### src/rtl/ilv_ecc_pkg.sv
package ilv_ecc_pkg;

   localparam int MAX_CW = 256;

   typedef enum logic [1:0] {
      ST_CLEAN = 2'b00,
      ST_FIXED = 2'b01,
      ST_FATAL = 2'b10
   } ecc_st_e;

   // smallest r with 2^r >= dw + r + 1
   function automatic int ham_bits(int dw);
      int r = 1;
      while ((1 << r) < dw + r + 1) r++;
      return r;
   endfunction

   function automatic bit is_pow2(int p);
      return (p != 0) && ((p & (p - 1)) == 0);
   endfunction

   // codeword position of data bit d
   function automatic int data_pos(int d);
      int cnt = 0;
      int hit = 0;
      for (int p = 1; p < MAX_CW; p++) begin
         if (!is_pow2(p)) begin
            if (cnt == d && hit == 0) hit = p;
            cnt++;
         end
      end
      return hit;
   endfunction

   // positions whose index has bit r set
   function automatic logic [MAX_CW-1:0] sel_mask(int r);
      logic [MAX_CW-1:0] m;
      for (int p = 0; p < MAX_CW; p++) m[p] = ((p >> r) & 1) == 1;
      return m;
   endfunction

endpackage

### src/rtl/secded_word_enc.sv
module secded_word_enc
   import ilv_ecc_pkg::*;
#(
   parameter int WORD_W = 64,
   localparam int HAM_W = ham_bits(WORD_W),
   localparam int CW_W  = WORD_W + HAM_W + 1
) (
   input  logic [WORD_W-1:0] data_i,
   output logic [CW_W-1:0]   cw_o
);

   logic [CW_W-1:0] placed;

   assign placed[0] = 1'b0;

   for (genvar r = 0; r < HAM_W; r++) begin : g_zero
      assign placed[1 << r] = 1'b0;
   end

   for (genvar d = 0; d < WORD_W; d++) begin : g_place
      localparam int P = data_pos(d);
      assign placed[P] = data_i[d];
   end

   always_comb begin
      logic [MAX_CW-1:0] m;
      cw_o = placed;
      for (int r = 0; r < HAM_W; r++) begin
         m = sel_mask(r);
         cw_o[1 << r] = ^(placed & m[CW_W-1:0]);
      end
      cw_o[0] = ^cw_o[CW_W-1:1];
   end

endmodule

### src/rtl/secded_word_dec.sv
module secded_word_dec
   import ilv_ecc_pkg::*;
#(
   parameter int WORD_W = 64,
   localparam int HAM_W = ham_bits(WORD_W),
   localparam int CW_W  = WORD_W + HAM_W + 1,
   localparam int SYN_W = HAM_W + 1
) (
   input  logic [CW_W-1:0]   cw_i,
   output logic [WORD_W-1:0] data_o,
   output logic [1:0]        status_o,
   output logic [SYN_W-1:0]  syndrome_o
);

   logic [HAM_W-1:0] syn;
   logic             par;
   logic [CW_W-1:0]  flip;
   logic [CW_W-1:0]  fixed;

   always_comb begin
      logic [MAX_CW-1:0] m;
      for (int r = 0; r < HAM_W; r++) begin
         m = sel_mask(r);
         syn[r] = ^(cw_i & m[CW_W-1:0]);
      end
      par = ^cw_i;
   end

   always_comb begin
      flip = '0;
      if (!par && syn == '0) begin
         status_o = ST_CLEAN;
      end else if (par && int'(syn) < CW_W) begin
         status_o = ST_FIXED;
         flip[syn] = 1'b1;
      end else begin
         status_o = ST_FATAL;
      end
   end

   assign fixed      = cw_i ^ flip;
   assign syndrome_o = {par, syn};

   for (genvar d = 0; d < WORD_W; d++) begin : g_pick
      localparam int P = data_pos(d);
      assign data_o[d] = fixed[P];
   end

endmodule

### src/rtl/lane_map.sv
module lane_map #(
   parameter int N      = 4,
   parameter int SEG_W  = 18,
   parameter bit GATHER = 1'b0,
   localparam int TOT_W = N * N * SEG_W
) (
   input  logic [TOT_W-1:0] word_i,
   output logic [TOT_W-1:0] word_o
);

   // lane L, slot k <-> codeword k, segment (k+L) mod N
   for (genvar L = 0; L < N; L++) begin : g_lane
      for (genvar k = 0; k < N; k++) begin : g_slot
         localparam int S   = (k + L) % N;
         localparam int STO = (L * N + k) * SEG_W;
         localparam int CWB = (k * N + S) * SEG_W;
         if (GATHER) begin : g_gather
            assign word_o[CWB +: SEG_W] = word_i[STO +: SEG_W];
         end else begin : g_scatter
            assign word_o[STO +: SEG_W] = word_i[CWB +: SEG_W];
         end
      end
   end

endmodule

### src/rtl/ilv_ecc_codec.sv
module ilv_ecc_codec
   import ilv_ecc_pkg::*;
#(
   parameter int DATA_W  = 256,
   parameter int N_WORDS = 4,
   parameter int N_LANES = 4,
   localparam int WORD_W  = DATA_W / N_WORDS,
   localparam int HAM_W   = ham_bits(WORD_W),
   localparam int CW_W    = WORD_W + HAM_W + 1,
   localparam int SEG_W   = CW_W / N_LANES,
   localparam int STORE_W = CW_W * N_WORDS,
   localparam int SYN_W   = HAM_W + 1
) (
   input  logic                       clk,
   input  logic                       rst_n,
   input  logic                       enc_valid_i,
   input  logic [DATA_W-1:0]          enc_data_i,
   output logic                       enc_valid_o,
   output logic [STORE_W-1:0]         enc_word_o,
   input  logic                       dec_valid_i,
   input  logic [STORE_W-1:0]         dec_word_i,
   output logic                       dec_valid_o,
   output logic [DATA_W-1:0]          dec_data_o,
   output logic [2*N_WORDS-1:0]       dec_status_o,
   output logic [SYN_W*N_WORDS-1:0]   dec_syndrome_o,
   output logic                       dec_fatal_o
);

   if (N_LANES != N_WORDS) begin : g_bad_lanes
      $error("lane count must equal codeword count");
   end
   if (DATA_W % N_WORDS != 0) begin : g_bad_split
      $error("data width must split evenly into words");
   end
   if (CW_W % N_LANES != 0) begin : g_bad_seg
      $error("codeword must split evenly into lane segments");
   end
   if (CW_W > MAX_CW) begin : g_bad_cw
      $error("codeword wider than supported");
   end

   logic [STORE_W-1:0]       enc_cws;
   logic [STORE_W-1:0]       enc_store;
   logic [STORE_W-1:0]       dec_cws;
   logic [DATA_W-1:0]        dec_data_c;
   logic [2*N_WORDS-1:0]     dec_st_c;
   logic [SYN_W*N_WORDS-1:0] dec_syn_c;
   logic                     dec_fatal_c;

   for (genvar w = 0; w < N_WORDS; w++) begin : g_word
      secded_word_enc #(.WORD_W(WORD_W)) u_enc (
         .data_i (enc_data_i[w*WORD_W +: WORD_W]),
         .cw_o   (enc_cws[w*CW_W +: CW_W])
      );
      secded_word_dec #(.WORD_W(WORD_W)) u_dec (
         .cw_i       (dec_cws[w*CW_W +: CW_W]),
         .data_o     (dec_data_c[w*WORD_W +: WORD_W]),
         .status_o   (dec_st_c[2*w +: 2]),
         .syndrome_o (dec_syn_c[w*SYN_W +: SYN_W])
      );
   end

   lane_map #(.N(N_LANES), .SEG_W(SEG_W), .GATHER(1'b0)) u_scatter (
      .word_i (enc_cws),
      .word_o (enc_store)
   );

   lane_map #(.N(N_LANES), .SEG_W(SEG_W), .GATHER(1'b1)) u_gather (
      .word_i (dec_word_i),
      .word_o (dec_cws)
   );

   always_comb begin
      dec_fatal_c = 1'b0;
      for (int w = 0; w < N_WORDS; w++)
         if (dec_st_c[2*w +: 2] == ST_FATAL) dec_fatal_c = 1'b1;
   end

   always_ff @(posedge clk) begin
      if (!rst_n) begin
         enc_valid_o <= 1'b0;
         enc_word_o  <= '0;
      end else begin
         enc_valid_o <= enc_valid_i;
         if (enc_valid_i) enc_word_o <= enc_store;
      end
   end

   always_ff @(posedge clk) begin
      if (!rst_n) begin
         dec_valid_o    <= 1'b0;
         dec_data_o     <= '0;
         dec_status_o   <= '0;
         dec_syndrome_o <= '0;
         dec_fatal_o    <= 1'b0;
      end else begin
         dec_valid_o <= dec_valid_i;
         if (dec_valid_i) begin
            dec_data_o     <= dec_data_c;
            dec_status_o   <= dec_st_c;
            dec_syndrome_o <= dec_syn_c;
            dec_fatal_o    <= dec_fatal_c;
         end
      end
   end

   function automatic logic any_fatal(logic [2*N_WORDS-1:0] st);
      logic f = 1'b0;
      for (int w = 0; w < N_WORDS; w++)
         if (st[2*w +: 2] == ST_FATAL) f = 1'b1;
      return f;
   endfunction


   enc_latency_chk: assert property (@(posedge clk) disable iff (!rst_n)
      enc_valid_i |=> enc_valid_o);


   dec_hold_chk: assert property (@(posedge clk) disable iff (!rst_n)
      !dec_valid_i |=> $stable(dec_data_o) && $stable(dec_status_o) && !dec_valid_o);


   fatal_summary_chk: assert property (@(posedge clk) disable iff (!rst_n)
      dec_fatal_o == any_fatal(dec_status_o));

   for (genvar w = 0; w < N_WORDS; w++) begin : g_chk

      clean_syn_chk: assert property (@(posedge clk) disable iff (!rst_n)
         (dec_status_o[2*w +: 2] == ST_CLEAN) |-> (dec_syndrome_o[w*SYN_W +: SYN_W] == '0));

      fixed_par_chk: assert property (@(posedge clk) disable iff (!rst_n)
         (dec_status_o[2*w +: 2] == ST_FIXED) |-> dec_syndrome_o[w*SYN_W + SYN_W - 1]);

      status_code_chk: assert property (@(posedge clk) disable iff (!rst_n)
         dec_status_o[2*w +: 2] != 2'b11);
   end

endmodule

### config.mk
export PLATFORM = sky130hd
export DESIGN_NAME = ilv_ecc_codec
export DESIGN_NICKNAME = d
export VERILOG_FILES = /design/src/rtl/ilv_ecc_pkg.sv /design/src/rtl/secded_word_enc.sv /design/src/rtl/secded_word_dec.sv /design/src/rtl/lane_map.sv /design/src/rtl/ilv_ecc_codec.sv
export SDC_FILE = /design/constraint.sdc
export NUM_CORES = 2
export LEC_CHECK = 0
export BUFFER_PORTS_ARGS = -buffer_cell sky130_fd_sc_hd__buf_2
export CAP_MARGIN = 25
export CORE_AREA = 2 2 437 439
export CTS_BUF_LIST = sky130_fd_sc_hd__clkbuf_16
export CTS_CLUSTER_DIAMETER = 30
export DETAILED_ROUTE_END_ITERATION = 8
export DIE_AREA = 0 0 439 441
export PLACE_DENSITY = 0.42
export SYNTH_ARGS = -nofsm -noshare
export SYNTH_HDL_FRONTEND = slang
export SYNTH_SLANG_ARGS = --single-unit
export TNS_END_PERCENT = 30
### constraint.sdc
create_clock -name clk -period 7.2 [get_ports clk]
set_clock_uncertainty 0.05 [all_clocks]
set_input_delay 0.72 -clock clk [delete_from_list [all_inputs] [get_ports clk]]
set_output_delay 0.72 -clock clk [all_outputs]
set_load 0.005 [all_outputs]
==> run summary <==
status: completed
Crit Path Max Fanout: 53
synthesized area: 34400 um2
pwr/cell area: 457.6 nW/um2
Cells after Synth: 3696
routed len/inst: 22.65 um
sequential share of the synthesized area: 0.3417
drt initial violations: 1436
final worst slack: 3.156 ns
clk_lat worst skew: 0.82 ns
ratio of final minimum period to clock period: 0.5617
DRT Pass-1 Iters: 7
setup bufs post-CTS: 0
Pleak: 20.52 nW
commonest non-fill, non-tap cell in the layout: buf_2
P&R area growth vs syn: 44.30%
Max Clock Freq: 0.2473 GHz
DR WL met3: 12460 um
layout cell share with drive strength beyond 1: 0.2983
placed insts: 7121
DRT antenna net count: 0
final core occ: 0.2624
H-tree depth: 4
post-route cell area: 49630 um2
Max clock buf depth: 3
hold_buf cts: 0
Clk pin slew, worst setup/hold paths: 0.04 ns
Vias/cell: 4.204
largest net degree at the start of global routing: 204
drt drc: 0
most frequent cells in the layout: 1132 x buf_2, 985 x xnor2_1, 587 x dfxtp_1, 467 x nor2_1, 287 x mux2i_1
setup total negative slack: 0 ns
total gr overflow: 0
row count: 160
Avg Inst Size Synth: 9.306 um2
area leader, netlist: dfxtp_1
WHS: 0.1396 ns
WL met2: 87660 um
Setup Slack @ Placement: 2.294 ns
Yosys top cell area share: 0.3417
max-cap violation count: 0
Post-synth EDFFs: 0
Hold Path Class: in2reg
Max transition margin: 0.2367
root buffer cell: clkbuf_16
Pwr Total: 22.71 mW
I/O Buffers: 1134
worst vdd ir: 0.0004156 V
FILL cells: 20.55k
GPL Wtd Cong: 0.8934
critical path type: in2reg
synth unique cells: 50
post-route minimum period: 4.044 ns
post-CTS sizing: 0
Slew Viols, Final: 0
total number of vias: 31.60k
total wire length: 170200 um
FF-to-FF End: dec_data_o[66]
Core Footprint: 189200 um2
Die Y: 441 um
CTS sink count: 587
Die W: 439 um
vias in the first global route: 31.63k
Yosys reg bits: 587
final hold vios: 0
GRT Total Usage: 0.1673
reg-to-reg slack, setup: 6.22 ns
final-stage net count: 5364
total CTS buffers: 203
Initial Util: 0.1818
total I/O pin count: 1135
Final Instance Count excl. Fillers: 7515
CP Capture Type: flop
WP data arrival: 4.73 ns
Slew @ Worst Pin: 1.145 ns
Yosys Warn Count: 0
DIE AREA: 193600 um2
Post-Route M1 WL: 62070 um
final setup violation count: 0
startpoint class of the critical path: primary input
ys flop type: dfxtp_1
initial antenna violation count: 33
Post-synth ARST share: 0
hold path endpoint: enc_word_o[208]
first-pass GRT wire length: 234000 um
DP Wirelength: 133600 um
Highest Signal Layer: met5
CTS tree: built
Placed Area: 42540 um2
synth top area cells: dfxtp_1 34%, xnor2_1 25%, mux2i_1 8.4%, nor2_1 5.1%, xor2_1 4.4%
syn_nets: 4244
Reg-to-Reg Start: dec_data_o[66]
RSZ-0062 raised after global routing: no
Worst Hold Launch: enc_data_i[214]
Hold Path Depth: 3
Critical Path RT: 7.89 ns
R2R depth: 2
[cells in the mapped netlist, types with 2 or more instances]
cell type	count
a211oi_1	170
a21oi_1	10
a31oi_1	113
and2_1	4
and3_1	3
buf_1	24
buf_2	13
buf_6	5
clkbuf_1	197
dfxtp_1	587
inv_1	6
mux2i_1	287
nand2_1	19
nand2b_1	10
nand3_1	46
nand3b_1	5
nand4_1	4
nand4b_1	3
nor2_1	467
nor2b_1	5
nor3_1	120
nor3_2	2
nor3b_1	3
o211ai_1	3
o21ai_0	141
o22a_1	2
o31ai_1	99
or2_2	4
or3_1	17
or3b_1	3
or4_1	98
xnor2_1	985
xnor2_2	15
xnor3_1	32
xor2_1	172
xor2_2	2
xor3_1	7
[worst max-delay path: stages]
cell,delay [ns]
buf_2,0.13
xnor2_1,0.29
xnor2_2,0.18
xnor2_2,0.38
xnor2_4,0.21
xor2_2,0.60
xor2_1,0.28
o22a_2,0.79
buf_4,0.58
a21boi_0,0.27
a41oi_1,0.26
[power breakdown]
group	switching (mW)	internal, mW	total (mW)
registers	0.191	3.62	3.81
logic	6.69	3.24	9.92
clock network	2.65	6.33	8.98
total	9.52	13.2	22.7
[per-layer routing]
| layer | up-vias | global-route usage |
|---|---|---|
| met5 | - | 0 |
| li1 | 15115 | - |
| met3 | 280 | 0.05219 |
| met4 | 18 | 0.08397 |
| met1 | 15009 | 0.1725 |
| met2 | 1174 | 0.3041 |
[layout make-up]
type | count | area [um2] | area share
diodes | 16 | 40.04 | 0.0008067
inverters | 7 | 33.78 | 0.0006806
repair buffers | 1154 | 5953 | 0.1199
flip-flops and latches | 587 | 11750 | 0.2368
clock buffers | 206 | 5155 | 0.1039
clock inverters | 171 | 1889 | 0.03807
well taps | 2511 | 3142 | 0.06330
multi-input cells | 2863 | 21670 | 0.4366
[how the worst max path moves through the flow]
stage | from | to | slack, ns | cells past startpoint
after floorplan | dec_word_i[170] | dec_data_o[100] | 3.82 | 12
after global placement | dec_word_i[280] | dec_fatal_o | 2.38 | 11
after detailed placement | dec_word_i[62] | dec_fatal_o | 2.29 | 11
after CTS | dec_word_i[62] | dec_fatal_o | 3.24 | 11
after global routing | dec_word_i[58] | dec_fatal_o | 2.92 | 11
final | dec_word_i[62] | dec_fatal_o | 3.16 | 11
[registers in the layout, indices dropped and copies added, names as in the netlist]
signal          cells
enc_valid_o         1
dec_data_o        256
enc_word_o        288
dec_fatal_o         1
dec_syndrome_o     32
dec_status_o        8
dec_valid_o         1
[cell families after synthesis]
logic type,synth area share
AND/OR/NAND/NOR,0.1120
multiplexers,0.08385
AO/OA/AOI/OAI,0.1041
buffers and inverters,0.02841
XOR/XNOR,0.3299
flip-flops,0.3417
Note: power is estimated with default switching activity, not from simulation.
